[config.mk]
export PLATFORM = sky130hd
export DESIGN_NAME = ring_fetch_ctrl
export DESIGN_NICKNAME = d
export VERILOG_FILES = /design/src/rtl/rfc_pkg.sv /design/src/rtl/rfc_regs.sv /design/src/rtl/rfc_fetch.sv /design/src/rtl/rfc_fifo.sv /design/src/rtl/rfc_wb.sv /design/src/rtl/ring_fetch_ctrl.sv
export SDC_FILE = /design/constraint.sdc
export NUM_CORES = 1
export LEC_CHECK = 0
export BUFFER_PORTS_ARGS = -buffer_cell sky130_fd_sc_hd__buf_2
export CAP_MARGIN = 20
export CORE_ASPECT_RATIO = 1.4
export CORE_MARGIN = 2
export CORE_UTILIZATION = 61
export DETAILED_ROUTE_END_ITERATION = 10
export PLACE_DENSITY = 0.95
export SKIP_CTS_REPAIR_TIMING = 1
export SLEW_MARGIN = 20
export SYNTH_ARGS = -nofsm -noshare
export SYNTH_HDL_FRONTEND = slang
export SYNTH_SLANG_ARGS = --single-unit
[constraint.sdc]
create_clock -name clk -period 6.68 [get_ports clk]
set_clock_uncertainty 0.1 [all_clocks]
set_input_delay 2.004 -clock clk [delete_from_list [all_inputs] [get_ports clk]]
set_output_delay 2.004 -clock clk [all_outputs]
set_load 0.005 [all_outputs]
[src/rtl/rfc_pkg.sv]
package rfc_pkg;
  localparam logic [2:0] RG_CTRL  = 3'd0;
  localparam logic [2:0] RG_BASE  = 3'd1;
  localparam logic [2:0] RG_WPTR  = 3'd2;
  localparam logic [2:0] RG_RPTR  = 3'd3;
  localparam logic [2:0] RG_WBADR = 3'd4;
  localparam logic [2:0] RG_STAT  = 3'd5;
  localparam logic [2:0] RG_SPACE = 3'd6;

  localparam int CTRL_EN_BIT    = 0;
  localparam int CTRL_WBOFF_BIT = 1;
  localparam int WPTR_FLAG_BIT  = 31;
  localparam int STAT_CNT_W     = 12;
  localparam int STAT_BUSY_BIT  = 16;
  localparam int STAT_ACT_BIT   = 31;
endpackage

[src/rtl/rfc_regs.sv]
module rfc_regs
  import rfc_pkg::*;
#(
  parameter int AW      = 32,
  parameter int RING_L2 = 6,
  parameter int SPACE_W = RING_L2 + 3
) (
  input  logic               clk,
  input  logic               rst,
  input  logic               we,
  input  logic [2:0]         waddr,
  input  logic [31:0]        wdata,
  input  logic [2:0]         raddr,
  output logic [31:0]        rdata,
  input  logic [RING_L2-1:0] rptr,
  input  logic [SPACE_W-1:0] space_bytes,
  input  logic [STAT_CNT_W-1:0] free_slots,
  input  logic               busy,
  input  logic               active,
  output logic               en,
  output logic               wb_off,
  output logic [AW-1:0]      base,
  output logic [AW-1:0]      wbaddr,
  output logic [RING_L2-1:0] wptr,
  output logic               flag
);
  always_ff @(posedge clk) begin
    if (rst) begin
      en     <= 1'b0;
      wb_off <= 1'b0;
      base   <= '0;
      wbaddr <= '0;
      wptr   <= '0;
      flag   <= 1'b0;
    end else if (we) begin
      case (waddr)
        RG_CTRL: begin
          en     <= wdata[CTRL_EN_BIT];
          wb_off <= wdata[CTRL_WBOFF_BIT];
        end
        RG_BASE:  base   <= wdata[AW-1:0];
        RG_WPTR: begin
          wptr <= wdata[RING_L2-1:0];
          flag <= wdata[WPTR_FLAG_BIT];
        end
        RG_WBADR: wbaddr <= wdata[AW-1:0];
        default: ;
      endcase
    end
  end

  logic [31:0] stat_word;
  always_comb begin
    stat_word = '0;
    stat_word[STAT_CNT_W-1:0] = free_slots;
    stat_word[STAT_BUSY_BIT]  = busy;
    stat_word[STAT_ACT_BIT]   = active;
  end

  always_ff @(posedge clk) begin
    if (rst) begin
      rdata <= '0;
    end else begin
      case (raddr)
        RG_CTRL:  rdata <= {30'd0, wb_off, en};
        RG_BASE:  rdata <= 32'(base);
        RG_WPTR:  rdata <= {flag, (31 - RING_L2)'(0), wptr};
        RG_RPTR:  rdata <= 32'(rptr);
        RG_WBADR: rdata <= 32'(wbaddr);
        RG_STAT:  rdata <= stat_word;
        RG_SPACE: rdata <= 32'(space_bytes);
        default:  rdata <= '0;
      endcase
    end
  end
endmodule

[src/rtl/rfc_fetch.sv]
module rfc_fetch #(
  parameter int AW      = 32,
  parameter int RING_L2 = 6,
  parameter int FIFO_L2 = 3,
  localparam int DEPTH   = 1 << FIFO_L2,
  localparam int CW      = FIFO_L2 + 1,
  localparam int SPACE_W = RING_L2 + 3
) (
  input  logic               clk,
  input  logic               rst,
  input  logic               en,
  input  logic [AW-1:0]      base,
  input  logic [RING_L2-1:0] wptr,
  input  logic               mem_gnt,
  input  logic               mem_rvalid,
  input  logic [CW-1:0]      fifo_cnt,
  output logic               mem_req,
  output logic [AW-1:0]      mem_addr,
  output logic [RING_L2-1:0] rptr,
  output logic               rptr_adv,
  output logic               busy,
  output logic [SPACE_W-1:0] space_bytes
);
  localparam logic [RING_L2:0] RING_WORDS = (RING_L2+1)'(1) << RING_L2;

  logic [RING_L2-1:0] rptr_q;
  logic [CW-1:0]      infl_q;
  logic [CW:0]        committed;
  logic               have_work;
  logic               has_credit;

  assign committed  = {1'b0, infl_q} + {1'b0, fifo_cnt};
  assign have_work  = (rptr_q != wptr);
  assign has_credit = committed < (CW+1)'(DEPTH);
  assign mem_req    = en && have_work && has_credit;
  assign rptr_adv   = mem_req && mem_gnt;
  assign mem_addr   = base + AW'({rptr_q, 2'b00});
  assign rptr       = rptr_q;
  assign busy       = (en && have_work) || (infl_q != '0);

  always_ff @(posedge clk) begin
    if (rst) begin
      rptr_q <= '0;
    end else if (rptr_adv) begin
      rptr_q <= rptr_q + 1'b1;
    end
  end

  always_ff @(posedge clk) begin
    if (rst) begin
      infl_q <= '0;
    end else begin
      case ({rptr_adv, mem_rvalid})
        2'b10:   infl_q <= infl_q + 1'b1;
        2'b01:   infl_q <= infl_q - 1'b1;
        default: infl_q <= infl_q;
      endcase
    end
  end

  logic [RING_L2-1:0] gap;
  logic [RING_L2:0]   space_words;
  always_comb begin
    gap = rptr_q - wptr;
    space_words = (gap == '0) ? RING_WORDS : {1'b0, gap};
    space_bytes = {space_words, 2'b00};
  end
endmodule

[src/rtl/rfc_fifo.sv]
module rfc_fifo #(
  parameter int W  = 32,
  parameter int L2 = 3,
  localparam int DEPTH = 1 << L2,
  localparam int CW    = L2 + 1
) (
  input  logic          clk,
  input  logic          rst,
  input  logic          push,
  input  logic [W-1:0]  din,
  output logic          out_valid,
  output logic [W-1:0]  out_data,
  input  logic          out_ready,
  output logic [CW-1:0] count
);
  logic [W-1:0]  store [DEPTH];
  logic [L2-1:0] wp_q, rp_q;
  logic [CW-1:0] cnt_q;
  logic          pop;

  assign out_valid = (cnt_q != '0);
  assign pop       = out_valid && out_ready;
  assign out_data  = store[rp_q];
  assign count     = cnt_q;

  always_ff @(posedge clk) begin
    if (push) store[wp_q] <= din;
  end

  always_ff @(posedge clk) begin
    if (rst) begin
      wp_q  <= '0;
      rp_q  <= '0;
      cnt_q <= '0;
    end else begin
      if (push) wp_q <= wp_q + 1'b1;
      if (pop)  rp_q <= rp_q + 1'b1;
      case ({push, pop})
        2'b10:   cnt_q <= cnt_q + 1'b1;
        2'b01:   cnt_q <= cnt_q - 1'b1;
        default: cnt_q <= cnt_q;
      endcase
    end
  end
endmodule

[src/rtl/rfc_wb.sv]
module rfc_wb #(
  parameter int AW      = 32,
  parameter int RING_L2 = 6
) (
  input  logic               clk,
  input  logic               rst,
  input  logic               off,
  input  logic               adv,
  input  logic [RING_L2-1:0] rptr,
  input  logic [AW-1:0]      wbaddr,
  input  logic               wb_gnt,
  output logic               wb_req,
  output logic [AW-1:0]      wb_addr,
  output logic [31:0]        wb_data,
  output logic               pending
);
  logic pend_q;

  always_ff @(posedge clk) begin
    if (rst || off) begin
      pend_q <= 1'b0;
    end else if (adv) begin
      pend_q <= 1'b1;
    end else if (wb_gnt) begin
      pend_q <= 1'b0;
    end
  end

  assign wb_req  = pend_q && !off;
  assign wb_addr = wbaddr;
  assign wb_data = 32'(rptr);
  assign pending = pend_q;
endmodule

[src/rtl/ring_fetch_ctrl.sv]
module ring_fetch_ctrl
  import rfc_pkg::*;
#(
  parameter int AW      = 32,
  parameter int RING_L2 = 6,
  parameter int FIFO_L2 = 3
) (
  input  logic          clk,
  input  logic          rst,
  input  logic          host_we,
  input  logic [2:0]    host_waddr,
  input  logic [31:0]   host_wdata,
  input  logic [2:0]    host_raddr,
  output logic [31:0]   host_rdata,
  output logic          mem_req,
  output logic [AW-1:0] mem_addr,
  input  logic          mem_gnt,
  input  logic          mem_rvalid,
  input  logic [31:0]   mem_rdata,
  output logic          wb_req,
  output logic [AW-1:0] wb_addr,
  output logic [31:0]   wb_data,
  input  logic          wb_gnt,
  output logic          cmd_valid,
  output logic [31:0]   cmd_data,
  input  logic          cmd_ready
);
  localparam int DEPTH   = 1 << FIFO_L2;
  localparam int CW      = FIFO_L2 + 1;
  localparam int SPACE_W = RING_L2 + 3;

  logic               ctl_en, ctl_wboff, ptr_flag;
  logic [AW-1:0]      ring_base, wb_target;
  logic [RING_L2-1:0] prod_ptr, cons_ptr;
  logic               cons_adv, fetch_busy, wb_pend;
  logic [SPACE_W-1:0] space_bytes;
  logic [CW-1:0]      fifo_cnt;
  logic [STAT_CNT_W-1:0] free_slots;
  logic               any_active;

  assign free_slots = STAT_CNT_W'(CW'(DEPTH) - fifo_cnt);
  assign any_active = fetch_busy || (fifo_cnt != '0) || wb_pend;

  rfc_regs #(.AW(AW), .RING_L2(RING_L2), .SPACE_W(SPACE_W)) u_regs (
    .clk(clk), .rst(rst), .we(host_we), .waddr(host_waddr), .wdata(host_wdata),
    .raddr(host_raddr), .rdata(host_rdata), .rptr(cons_ptr), .space_bytes(space_bytes),
    .free_slots(free_slots), .busy(fetch_busy), .active(any_active),
    .en(ctl_en), .wb_off(ctl_wboff), .base(ring_base), .wbaddr(wb_target),
    .wptr(prod_ptr), .flag(ptr_flag)
  );

  rfc_fetch #(.AW(AW), .RING_L2(RING_L2), .FIFO_L2(FIFO_L2)) u_fetch (
    .clk(clk), .rst(rst), .en(ctl_en), .base(ring_base), .wptr(prod_ptr),
    .mem_gnt(mem_gnt), .mem_rvalid(mem_rvalid), .fifo_cnt(fifo_cnt),
    .mem_req(mem_req), .mem_addr(mem_addr), .rptr(cons_ptr), .rptr_adv(cons_adv),
    .busy(fetch_busy), .space_bytes(space_bytes)
  );

  rfc_fifo #(.W(32), .L2(FIFO_L2)) u_fifo (
    .clk(clk), .rst(rst), .push(mem_rvalid), .din(mem_rdata),
    .out_valid(cmd_valid), .out_data(cmd_data), .out_ready(cmd_ready), .count(fifo_cnt)
  );

  rfc_wb #(.AW(AW), .RING_L2(RING_L2)) u_wb (
    .clk(clk), .rst(rst), .off(ctl_wboff), .adv(cons_adv), .rptr(cons_ptr),
    .wbaddr(wb_target), .wb_gnt(wb_gnt), .wb_req(wb_req), .wb_addr(wb_addr),
    .wb_data(wb_data), .pending(wb_pend)
  );
endmodule

* After elaboration in Yosys (flattened, before gate mapping)
Memories as Yosys holds them, arrays and structs flattened. A register that Yosys moved wholly into a read port is not among the register bits. Index checks and enable logic that the tools add are counted.
Storage, ports and cells: register bits 126, memory bits (writable) 256, output and inout bits 163, word-level logic and storage cells 72, memories 1
Operators by class: add/subtract/negate cells 11, order comparisons 1, eq/ne operators 14, multiplexer cells 10, reductions and logical operators 22
Memories:
- u_fifo.store | words 8, width 32, rd ports 1, clocked after memory_dff 1, write ports 1, RTL line rfc_fifo.sv:16 | logic [W-1:0] store [DEPTH];
Operators with widths (count):
- $pmux W32 S7 | 1
- $add A32 B8 Y32 | 1
- $pmux W4 S2 | 2
- $eq A3 B3 Y1 const B | 4
- $eq A3 B2 Y1 const B | 3
- $add A4 B1 Y4 const B | 2
- $reduce_and A2 Y1 | 4
- $reduce_bool A4 Y1 | 2
- $sub A4 B1 Y4 const B | 2
- $mux W7 | 1
- $add A3 B1 Y3 const B | 2
- $add A6 B1 Y6 const B | 1
- $eq A3 B1 Y1 const B | 2
- $logic_not A3 Y1 | 2
- $logic_not A6 Y1 | 1
- $mux W3 | 2
- $ne A6 B6 Y1 | 1
- $reduce_bool A2 Y1 | 3
- $sub A6 B6 Y6 | 1
- $add A4 B4 Y5 | 1
- $logic_and A1 B1 Y1 | 5
- $lt A5 B4 Y1 const B | 1
- $sub A4 B4 Y5 const A | 1
- $eq A2 B1 Y1 const B | 2
- 4 further kinds | 11

* Longest topological paths before layout
depth after elaboration 6, mapped depth 13, mapped depth without buffers 12

* By module
A second synthesis with hierarchy kept.
Second synthesis, totals: cell total of the unflattened synthesis 1203, area total of the unflattened synthesis 16714.8 µm²
Modules (own cells, without submodules):
- rfc_fifo | times used 1, cells each 442, area an instance 10401.2 µm²
- rfc_regs | times used 1, cells each 479, area an instance 4130.2 µm²
- rfc_fetch | times used 1, cells each 203, area an instance 1584.0 µm²
- rfc_wb | times used 1, cells each 70, area an instance 535.5 µm²
- ring_fetch_ctrl | times used 1, cells each 9, area an instance 63.8 µm²

* Worst setup path after synthesis
No wires, ideal clock.
kind in2reg, start input port mem_rvalid, end memory u_fifo.store[0][0], enable pin, setup time 0.461 ns, arrival 4.322 ns, path slack 1.797 ns, stages 2, cells stage by stage nand2b_1 nor3_1
Between the ends: cells in the longest elaborated chain, start to end 2
Ends and longest elaborated chain:
- start, declared | RTL line ring_fetch_ctrl.sv:18 | input logic mem_rvalid,
- $mux W1 | RTL line rfc_fifo.sv:27 | if (push) store[wp_q] <= din;
- $mux W1 (implied by the code) | RTL line rfc_fifo.sv:27
- end, declared | RTL line rfc_fifo.sv:16
Every way passes these cells.

* Worst setup path in the final report
start register u_fetch.rptr_q[1] (netlist: u_fetch.rptr[1]), end output port mem_addr[28]
Between the ends: cells in the longest elaborated chain, start to end 1
Ends and longest elaborated chain:
- start, declared | RTL line rfc_fetch.sv:26 | logic [RING_L2-1:0] rptr_q;
- start signal, assigned | RTL line rfc_fetch.sv:45 | rptr_q <= rptr_q + 1'b1;
- $add A32 B8 Y32 | RTL line rfc_fetch.sv:37 | assign mem_addr = base + AW'({rptr_q, 2'b00});
- end, declared | RTL line ring_fetch_ctrl.sv:16 | output logic [AW-1:0] mem_addr,
Every way passes these cells.

==> flow_summary.toml <==
[global_routing]
grt_max_degree = 58
grt_pass1_vias = 10600
antenna_found_initial = 3
grt_overflow = 0
track_usage = 0.281
grt_pass1_wl_mm = 59.0

[drt]
drt_iter0_markers = 776
wl_per_cell_um = 22.4
vias_per_cell = 6.04
first_pass_iters = 5
totalWireLength_mm = 38.7
vias = 10400
drc = 0
ant_nets = 0

[place]
dp.cells = 1659
io_buffers = 213
hpwlAfterDp_mm = 23.9
place.gp.congestion = 0.909
place_area_um2 = 17300
dpl_worst_slack_ps = 2150

[clock_tree]
clk_pin_slew_ps = 60
root_buffer = "clkbuf_16"
clockBufferDepth = 3
cts_htree_levels = 2
cts_sinks = 385
clk_latency_ps = 530
cts_tree = "built"
numCtsBuffers = 37

[logic_synthesis]
ys_seq_area_frac = 0.644
yosysWarnings = 0
synth_ff_type = "edfxtp_1"
post_synth_num_cell_types = 53
syn_avg_cell_area_um2 = 13.7
synth_edf_count = 256
syn_inst = 1167
ys_async_sr_fraction = 0
synth_seq_cells = 385
synth_area_um2 = 16000

[sta]
timing.slew.headroom = 0.313
finalSetupViolations = 0
hold_viol = 0
timing.final.ws_setup_ps = 1590
fmax_ghz = 0.197
setup_tns_ps = 0
tightest_slew_ps = 1030
hold_ws_ps = 372
slew_viol_final = 0
finalCritPeriodShare = 0.761
period_minus_slack_ps = 5090
rsz0062_at_grt = "false"

[hold_path]
holdPathEnd = "u_regs.wbaddr[22]$_SDFFE_PP0P_"
hold_depth = 2
hp-start = "u_regs.wbaddr[22]$_SDFFE_PP0P_"
hold_path_class = "reg2reg"

[floorplanning]
die_w_um = 141
start_util = 0.615
rows = 70
chipHeight_um = 195
die_area_um2 = 27500
pin_count = 240
coreArea_um2 = 25900

[setup_path]
worst_setup_path_start_kind = "flip-flop"
r2r_slack_ps = 3310
critPathMaxFanout = 12
worst_setup_path_end_kind = "output port"
cp.arrival_ps = 2980
required_ps = 4580
crit_chain = "inv_1, fa_1, nor2b_1, o31a_1, o31ai_1, buf_4, nor4_1, xor2_1, buf_2"
reg2reg_depth = 12
crit_slowest_cell = "dfxtp_1"
reg2reg_from = "u_fetch.rptr[0]$_SDFFE_PP0P_"
critical-path-max-stage-delay_ps = 580
r2r_end = "u_fetch.infl_q[3]$_SDFFE_PP0P_"
crit_type = "reg2out"

[power]
cellPowerDensity_nw_per_um2 = 314
ir_worst_vdd_v = 0.000237
p_leak_nw = 6.79

[layout]
final_cells = 1724
area_delta_synth_final_pct = 16.1
drive_above_1_share = 0.288
final_nets = 1479
fin_area_um2 = 18500

[status]
outcome = "complete, no violations"

[job]
cap_violations = 0
## critical path, delay by kind of cell, from the launching register on
| family | cells | cell delay (ps) |
|---|---|---|
| compound gates | 2 | 250 |
| buf+inv | 3 | 450 |
| xor+xnor | 1 | 200 |
| fa+ha+maj | 1 | 460 |
| flops | 1 | 580 |
| simple gates | 2 | 500 |
## metrics by stage
stage | power, mW | util
5_1_grt | 6.03 | 0.714
4_1_cts | 5.86 | 0.714
3_5_place_dp | 3.70 | 0.666
2_1_floorplan | 3.42 | -
3_3_place_gp | 3.66 | 0.666
6_report | 5.82 | 0.714
## placed cells by master, fill, tap and decap left out, types with 22 or more instances in the layout
master / count
nor2_1: 75
edfxtp_1: 256
buf_2: 213
ha_1: 24
a22oi_1: 22
mux2_2: 35
clkbuf_16: 39
nand2_1: 154
mux4_2: 65
xor2_1: 23
inv_1: 28
a21oi_1: 94
dfxtp_1: 127
conb_1: 26
## worst max path at each step
stage	from	to	slack, ps	cells after the start
final	u_fetch.rptr[1]$_SDFFE_PP0P_	mem_addr[28]	1590	9
after global routing	u_fetch.rptr[0]$_SDFFE_PP0P_	mem_addr[28]	1430	10
after CTS	u_fetch.rptr[1]$_SDFFE_PP0P_	mem_addr[28]	1570	9
after detailed placement	u_fetch.rptr[1]$_SDFFE_PP0P_	mem_addr[28]	2150	9
after global placement	u_fetch.rptr[0]$_SDFFE_PP0P_	mem_addr[28]	2200	10
after floorplan	mem_rvalid	u_fifo.store[0][0]$_DFFE_PP_	1800	2
## kinds of logic (layout without fill, tap and decap cells)
| group | after synthesis | after routing | synth area share |
|---|---|---|---|
| DFF | 385 | 385 | 0.644 |
| and+or+nand+nor | 313 | 313 | 0.0852 |
| AOI/OAI and AO/OA | 163 | 163 | 0.0608 |
| buffers and inverters | 118 | 325 | 0.0355 |
| muxes | 115 | 115 | 0.126 |
| xor gates and xnor gates | 44 | 44 | 0.0246 |
| adders and majority gates | 28 | 28 | 0.0238 |
| other | 1 | 27 | 0.000235 |
## layout make-up
class,instances,area (um^2)
multi-input combinational,689,5270
tap,324,405
timing repair buffer,233,1220
clock inverter,16,218
fill,1650,7410
inverter,28,105
antenna,1,2.50
clock buffer,48,1020
sequential,385,10300
## power by group
part           internal (mW)  switching [mW]  leakage, nW  total [mW]
Sequential              2.61           0.133         3.37        2.74
Combinational          0.511           0.416         2.82       0.928
Clock                   1.28           0.875        0.601        2.15
Total                   4.40            1.42         6.79        5.82
## metal layers
metal | GRT usage | wire length, um | vias up
li1 | - | - | 4651
met1 | 0.320 | 13600 | 5081
met2 | 0.508 | 20200 | 567
met3 | 0.0657 | 3370 | 105
met4 | 0.116 | 1530 | 4
met5 | 0 | 23 | -
## cells in the mapped netlist (all sizes together) (20+ instances only)
library cell	number	area share
dfxtp	129	0.16
clkbuf	49	0.012
edfxtp	256	0.48
ha	24	0.019
a21oi	94	0.029
xor2	24	0.014
mux2	35	0.025
inv	28	0.0066
mux4	65	0.092
a22oi	22	0.010
buf	41	0.017
xnor2	20	0.011
nor2	81	0.019
nand2	154	0.036
## state kept, by name (all words and copies together) (netlist names), 4 cells and up, named ones only
| signal | flops |
|---|---|
| u_fetch.infl_q | 4 |
| u_fetch.rptr | 6 |
| u_regs.wptr | 6 |
| u_regs.base | 32 |
| u_fifo.store | 256 |
| u_regs.rdata | 32 |
| u_fifo.count | 4 |
| u_regs.wbaddr | 32 |
Note: power is estimated with default switching activity, not from simulation.
